`config.mk`:
```
export PLATFORM = sky130hd
export DESIGN_NAME = spi_stat_irq_unit
export DESIGN_NICKNAME = d
export VERILOG_FILES = /design/src/rtl/spi_stat_pkg.sv /design/src/rtl/spi_level_flags.sv /design/src/rtl/spi_sticky_bank.sv /design/src/rtl/spi_stat_regs.sv /design/src/rtl/spi_stat_irq_unit.sv
export SDC_FILE = /design/constraint.sdc
export NUM_CORES = 1
export LEC_CHECK = 0
export ABC_AREA = 0
export BUFFER_PORTS_ARGS = -buffer_cell sky130_fd_sc_hd__buf_2
export CAP_MARGIN = 40
export CORE_UTILIZATION = 51
export CTS_BUF_LIST = sky130_fd_sc_hd__clkbuf_4 sky130_fd_sc_hd__clkbuf_8
export DETAILED_ROUTE_END_ITERATION = 10
export MAX_ROUTING_LAYER = met4
export PLACE_DENSITY = 0.95
export SYNTH_ARGS = -nofsm -noshare
export SYNTH_HDL_FRONTEND = slang
export SYNTH_HIERARCHICAL = 1
export SYNTH_SLANG_ARGS = --single-unit
```
`constraint.sdc`:
```
create_clock -name clk -period 3.4 [get_ports clk]
set_input_delay 0.51 -clock clk [delete_from_list [all_inputs] [get_ports clk]]
set_output_delay 0.51 -clock clk [all_outputs]
set_load 0.02 [all_outputs]
```
`src/rtl/spi_stat_pkg.sv`:
```
package spi_stat_pkg;
  localparam int unsigned REG_W     = 32;
  localparam int unsigned SEL_W     = 2;
  localparam int unsigned FLAG_N    = 8;
  localparam int unsigned STICKY_N  = 2;
  localparam int unsigned RX_THR_LSB = 16;

  // Status bit positions; software decodes these.
  localparam int unsigned B_TXEMP  = 0;
  localparam int unsigned B_TXREQ  = 1;
  localparam int unsigned B_TXFUL  = 2;
  localparam int unsigned B_RXRDY  = 3;
  localparam int unsigned B_RXREQ  = 4;
  localparam int unsigned B_RXFUL  = 5;
  localparam int unsigned B_RXOVF  = 6;
  localparam int unsigned B_XDONE  = 7;

  typedef enum logic [SEL_W-1:0] {
    SEL_STAT = 2'd0,
    SEL_IEN  = 2'd1,
    SEL_THR  = 2'd2,
    SEL_NONE = 2'd3
  } reg_sel_e;

  typedef logic [FLAG_N-1:0] flags_t;
endpackage

```
`src/rtl/spi_level_flags.sv`:
```
module spi_level_flags
  import spi_stat_pkg::*;
#(
  parameter int unsigned DEPTH = 64,
  parameter int unsigned THR_W = 6,
  localparam int unsigned LVL_W = $clog2(DEPTH + 1)
) (
  input  logic             clk,
  input  logic             rst_n,
  input  logic [LVL_W-1:0] tx_level_i,
  input  logic [LVL_W-1:0] rx_level_i,
  input  logic             shift_busy_i,
  input  logic             rx_push_i,
  input  logic [THR_W-1:0] tx_thr_i,
  input  logic [THR_W-1:0] rx_thr_i,
  output logic [5:0]       live_o,
  output logic             ovf_evt_o,
  output logic             done_evt_o
);
  localparam logic [LVL_W-1:0] FULL_LVL = LVL_W'(DEPTH);

  logic idle_now;
  logic idle_prev_q;
  logic idle_prev_d;
  logic rx_full;

  always_comb begin
    rx_full              = (rx_level_i == FULL_LVL);
    live_o               = '0;
    live_o[B_TXEMP]      = (tx_level_i == '0);
    live_o[B_TXREQ]      = (tx_level_i <= LVL_W'(tx_thr_i));
    live_o[B_TXFUL]      = (tx_level_i == FULL_LVL);
    live_o[B_RXRDY]      = (rx_level_i != '0);
    live_o[B_RXREQ]      = (rx_level_i > LVL_W'(rx_thr_i));
    live_o[B_RXFUL]      = rx_full;
    idle_now             = (tx_level_i == '0) && !shift_busy_i;
    idle_prev_d          = idle_now;
    ovf_evt_o            = rx_push_i && rx_full;
    done_evt_o           = idle_now && !idle_prev_q;
  end

  always_ff @(posedge clk or negedge rst_n) begin
    if (!rst_n) idle_prev_q <= 1'b1;
    else        idle_prev_q <= idle_prev_d;
  end
endmodule

```
`src/rtl/spi_sticky_bank.sv`:
```
module spi_sticky_bank #(
  parameter int unsigned N = 2
) (
  input  logic         clk,
  input  logic         rst_n,
  input  logic [N-1:0] set_i,
  input  logic [N-1:0] clr_i,
  output logic [N-1:0] q_o
);
  for (genvar g = 0; g < N; g++) begin : g_bit
    logic q;
    logic d;
    logic en;

    always_comb begin
      en = set_i[g] || clr_i[g];
      d  = set_i[g];
    end

    always_ff @(posedge clk or negedge rst_n) begin
      if (!rst_n)  q <= 1'b0;
      else if (en) q <= d;
    end

    assign q_o[g] = q;


    set_wins_chk: assert property (@(posedge clk) disable iff (!rst_n)
      set_i[g] |=> q_o[g]);

    clr_takes_chk: assert property (@(posedge clk) disable iff (!rst_n)
      (clr_i[g] && !set_i[g]) |=> !q_o[g]);
  end
endmodule

```
`src/rtl/spi_stat_regs.sv`:
```
module spi_stat_regs
  import spi_stat_pkg::*;
#(
  parameter int unsigned THR_W = 6
) (
  input  logic             clk,
  input  logic             rst_n,
  input  logic [SEL_W-1:0] reg_sel_i,
  input  logic             reg_wr_i,
  input  logic [REG_W-1:0] reg_wdata_i,
  input  flags_t           status_i,
  output flags_t           ien_o,
  output logic [THR_W-1:0] tx_thr_o,
  output logic [THR_W-1:0] rx_thr_o,
  output logic [REG_W-1:0] rdata_o
);
  flags_t           ien_q,  ien_d;
  logic [THR_W-1:0] txt_q,  txt_d;
  logic [THR_W-1:0] rxt_q,  rxt_d;
  logic             ien_we, thr_we;

  always_comb begin
    ien_we = reg_wr_i && (reg_sel_i == SEL_IEN);
    thr_we = reg_wr_i && (reg_sel_i == SEL_THR);
    ien_d  = reg_wdata_i[FLAG_N-1:0];
    txt_d  = reg_wdata_i[THR_W-1:0];
    rxt_d  = reg_wdata_i[RX_THR_LSB +: THR_W];
  end

  always_ff @(posedge clk or negedge rst_n) begin
    if (!rst_n) begin
      ien_q <= '0;
      txt_q <= '0;
      rxt_q <= '0;
    end else begin
      if (ien_we) ien_q <= ien_d;
      if (thr_we) begin
        txt_q <= txt_d;
        rxt_q <= rxt_d;
      end
    end
  end

  always_comb begin
    rdata_o = '0;
    unique case (reg_sel_i)
      SEL_STAT: rdata_o[FLAG_N-1:0] = status_i;
      SEL_IEN:  rdata_o[FLAG_N-1:0] = ien_q;
      SEL_THR: begin
        rdata_o[THR_W-1:0]              = txt_q;
        rdata_o[RX_THR_LSB +: THR_W]    = rxt_q;
      end
      default:  rdata_o = '0;
    endcase
  end

  assign ien_o    = ien_q;
  assign tx_thr_o = txt_q;
  assign rx_thr_o = rxt_q;


  thr_capture_chk: assert property (@(posedge clk) disable iff (!rst_n)
    (reg_wr_i && reg_sel_i == SEL_THR) |=>
      (tx_thr_o == $past(reg_wdata_i[THR_W-1:0])) &&
      (rx_thr_o == $past(reg_wdata_i[RX_THR_LSB +: THR_W])));
endmodule

```
`src/rtl/spi_stat_irq_unit.sv`:
```
module spi_stat_irq_unit
  import spi_stat_pkg::*;
#(
  parameter int unsigned DEPTH = 64,
  parameter int unsigned THR_W = 6,
  localparam int unsigned LVL_W = $clog2(DEPTH + 1)
) (
  input  logic             clk,
  input  logic             rst_n,
  input  logic [LVL_W-1:0] tx_level_i,
  input  logic [LVL_W-1:0] rx_level_i,
  input  logic             shift_busy_i,
  input  logic             rx_push_i,
  input  logic [SEL_W-1:0] reg_sel_i,
  input  logic             reg_wr_i,
  input  logic [REG_W-1:0] reg_wdata_i,
  output logic [REG_W-1:0] reg_rdata_o,
  output logic             irq_o
);
  logic [5:0]          live;
  logic                ovf_evt, done_evt;
  logic [STICKY_N-1:0] stk_set, stk_clr, stk_q;
  logic [THR_W-1:0]    tx_thr, rx_thr;
  flags_t              status, ien;
  logic                stat_we;
  logic                irq_d, irq_q;

  spi_level_flags #(.DEPTH(DEPTH), .THR_W(THR_W)) u_lvl (
    .clk          (clk),
    .rst_n        (rst_n),
    .tx_level_i   (tx_level_i),
    .rx_level_i   (rx_level_i),
    .shift_busy_i (shift_busy_i),
    .rx_push_i    (rx_push_i),
    .tx_thr_i     (tx_thr),
    .rx_thr_i     (rx_thr),
    .live_o       (live),
    .ovf_evt_o    (ovf_evt),
    .done_evt_o   (done_evt)
  );

  always_comb begin
    stat_we    = reg_wr_i && (reg_sel_i == SEL_STAT);
    stk_set    = {done_evt, ovf_evt};
    stk_clr    = stat_we ? reg_wdata_i[B_XDONE:B_RXOVF] : '0;
    status     = {stk_q, live};
  end

  spi_sticky_bank #(.N(STICKY_N)) u_stk (
    .clk   (clk),
    .rst_n (rst_n),
    .set_i (stk_set),
    .clr_i (stk_clr),
    .q_o   (stk_q)
  );

  spi_stat_regs #(.THR_W(THR_W)) u_regs (
    .clk         (clk),
    .rst_n       (rst_n),
    .reg_sel_i   (reg_sel_i),
    .reg_wr_i    (reg_wr_i),
    .reg_wdata_i (reg_wdata_i),
    .status_i    (status),
    .ien_o       (ien),
    .tx_thr_o    (tx_thr),
    .rx_thr_o    (rx_thr),
    .rdata_o     (reg_rdata_o)
  );

  always_comb irq_d = |(status & ien);

  always_ff @(posedge clk or negedge rst_n) begin
    if (!rst_n) irq_q <= 1'b0;
    else        irq_q <= irq_d;
  end

  assign irq_o = irq_q;


  irq_latency_chk: assert property (@(posedge clk) disable iff (!rst_n)
    1'b1 |=> (irq_o == $past(|(status & ien))));

  done_sets_chk: assert property (@(posedge clk) disable iff (!rst_n)
    done_evt |=> status[B_XDONE]);
endmodule

```
==> metrics.txt <==
outcome=finished, final reports clean; Post-DP HPWL=2.79 mm; initial antenna violation count=0; CP max FO=3; total congestion overflow=0; Crit path arrival time=2.22 ns; Final Slew Violations=0; Num Clock Sinks=24; Slew HR=0.655; Crit-path slowest cell=dfrtp_1; CP endpoint kind=output pin; RSZ-0062 raised after global routing=no; cells on worst reg2reg path=7; Seq pwr share=0.433; non-filler cells, final=251; DR vias=1305; Reg-to-Reg End=irq_o; fin nets=273; Critical Path Sink=reg_rdata_o[1]; 1st-pass router iterations=4; Switching Share=0.317; worst setup path start=u_regs/tx_thr_o[4]; Num CTS Buffers=3; internal power=0.591 mW; Max Cap Viol=0; fin crit share=0.802; Hold Buf Count CTS=0; Initial Utilization=0.559; CTS H-tree depth=1; drc violations=0; Rows=20; Worst setup SP type=flop; Initial DRC Count=26; die area=3690 sq um; CTS tree=done; Post-CTS Repair Setup Buffers=0; Synth Cell Area=1760 sq um; final core utilization=0.631; die width=60.8 um; Avg Cell Area, Syn=10.9 sq um; FF-to-FF Start=u_regs/rx_thr_o[4]; Tot Pwr=0.866 mW; ANT cells=0; Worst Setup Path Type=flop to output pin; top cells by area, synth=dfrtp_1 (33%), buf_4 (9.4%), ha_1 (8.5%); Req. time, crit path=2.89 ns; synthesized instance count=161; Place WS=0.794 ns; setup tns final=0 ns; first-pass GRT wire length=5.71 mm; slowest stage delay, CP=0.40 ns; routability cong.=0.846; DP Area=1940 sq um; worst slew pin tran=0.518 ns; most frequent cells in the layout=buf_2 (49), dfrtp_1 (23), conb_1 (18), inv_1 (16), ha_1 (12); min cycle time layout=2.73 ns; Total Routing Usage GR=0.219; worst setup margin=0.672 ns; leakage=1.10 nW; Final ANT Viol Nets=0; VDD IR max=0.312 mV; Comb pwr share=0.329; IO Port Bufs=49; pwr dens=435 nW/um^2; Final Instance Area=1990 sq um; Synth Register Bits=24; Post-CTS Resized=0; vias per cell=5.20; min-delay worst type=primary input to async pin; reg2reg setup slack=1.60 ns; Hold Vio Cnt, Final=0; Setup violations, final=0; Total Wirelength=3.55 mm; Area Overhead vs Synth=13.0%; Clock Latency Late Sink=0.31 ns; Netlist cell types=32; synth warn=6; Synth area leader=dfrtp_1; area share of the largest cell type after synthesis=0.327; most common cell after layout, fill and taps aside=buf_2; # IOs=86; Clock Power Share=0.238; vias in the first global route=1265; largest buffer count on any clock path=2; Sw Pwr=0.275 mW; drt wl/cell=14.2 um; die height=60.8 um; Root Buffer=clkbuf_4; crit path cell chain=inv_1 > ha_1 > a21o_1 > a211o_1 > o22ai_1 > mux2i_1 > o2bb2ai_1 > buf_2; total placed cells including tap cells=247; clock transition at the registers of the reported paths=0.14 ns; largest net degree at the start of global routing=25; Core Footprint=3150 sq um; Fmax=0.367 GHz; minimum hold slack=0.143 ns; register area share after synthesis=0.342; clock skew=0.00480 ns; share of layout cells above drive strength 1=0.391
## power by group through the flow
stage          Combinational, mW  Clock (mW)  Sequential [mW]
2_1_floorplan              0.220           0            0.370
3_3_place_gp               0.272           0            0.376
3_5_place_dp               0.283           0            0.379
4_1_cts                    0.286       0.205            0.374
5_1_grt                    0.316       0.216            0.380
6_report                   0.285       0.206            0.375
## cell families (layout without fill, tap and decap cells)
group           count (synthesis)  count (layout)  share of synthesized area
other cells                     1              18                    0.00213
compound gates                 22              22                     0.0938
flops                          24              24                      0.342
mux                            28              28                      0.195
simple gates                   34              34                      0.142
buf+inv                        40              69                      0.141
fa+ha+maj                      12              12                     0.0852
## worst min path at each step
stage	startpoint	to	depth (start not counted)
final	rst_n	u_regs/rx_thr_o[2]	1
after global routing	rst_n	u_regs/rx_thr_o[2]	1
after CTS	rst_n	u_regs/rx_thr_o[2]	1
after detailed placement	u_stk/g_bit[1].q	u_stk/g_bit[1].q	1
after global placement	u_stk/g_bit[1].q	u_stk/g_bit[1].q	1
after floorplan	rst_n	irq_o	0
## routing by layer
metal | GRT usage | part of all wire | vias up
li1 | - | - | 622
met3 | 0.0277 | 0.038 | 4
met1 | 0.272 | 0.43 | 638
met4 | 0.0682 | 0.010 | 0
met5 | - | 0 | -
met2 | 0.370 | 0.52 | 41
## area by class of cell
cell class,count,area (sq um)
clock buffer,3,22.5
timing repair buffer,49,245
inverter,16,60.1
clock inverter,1,30.0
tap,44,55.1
sequential,24,602
fill,274,1160
multi-input combinational,114,976
## registers in the layout, indices dropped and copies added (netlist names)
register / cells
u_stk/g_bit.q: 2
u_regs/tx_thr_o: 6
u_regs/rx_thr_o: 6
u_lvl/idle_prev_q: 1
u_regs/ien_o: 8
irq_o: 1
## Yosys cell counts
master and instances:
inv_1 16, and3_1 1, conb_1 1, nand2_1 2, nand3b_4 2, a211o_1 2, o22ai_1 1, nor2_1 6
dfrtp_1 23, and2_1 6, buf_6 2, nand4_1 1, nor2b_4 1, nor4_2 1, nand4b_1 2, nor3_1 2
a21o_1 4, nand3_1 3, o2bb2ai_1 6, a21oi_1 4, a22oi_1 4, buf_4 22, ha_1 12, nor4_1 2
mux2_2 10, and4bb_2 2, o22a_1 1, mux2i_1 8, nand3b_1 2, nor2b_2 1, mux2_4 10, dfstp_2 1
## critical path: cells and delay by family, from the launching register on
| family | cells | cell delay, ns |
|---|---|---|
| DFF | 1 | 0.40 |
| AOI/OAI and AO/OA | 4 | 0.87 |
| buffers and inverters | 2 | 0.25 |
| adders and majority gates | 1 | 0.29 |
| muxes | 1 | 0.10 |
Note: power is estimated with default switching activity, not from simulation.
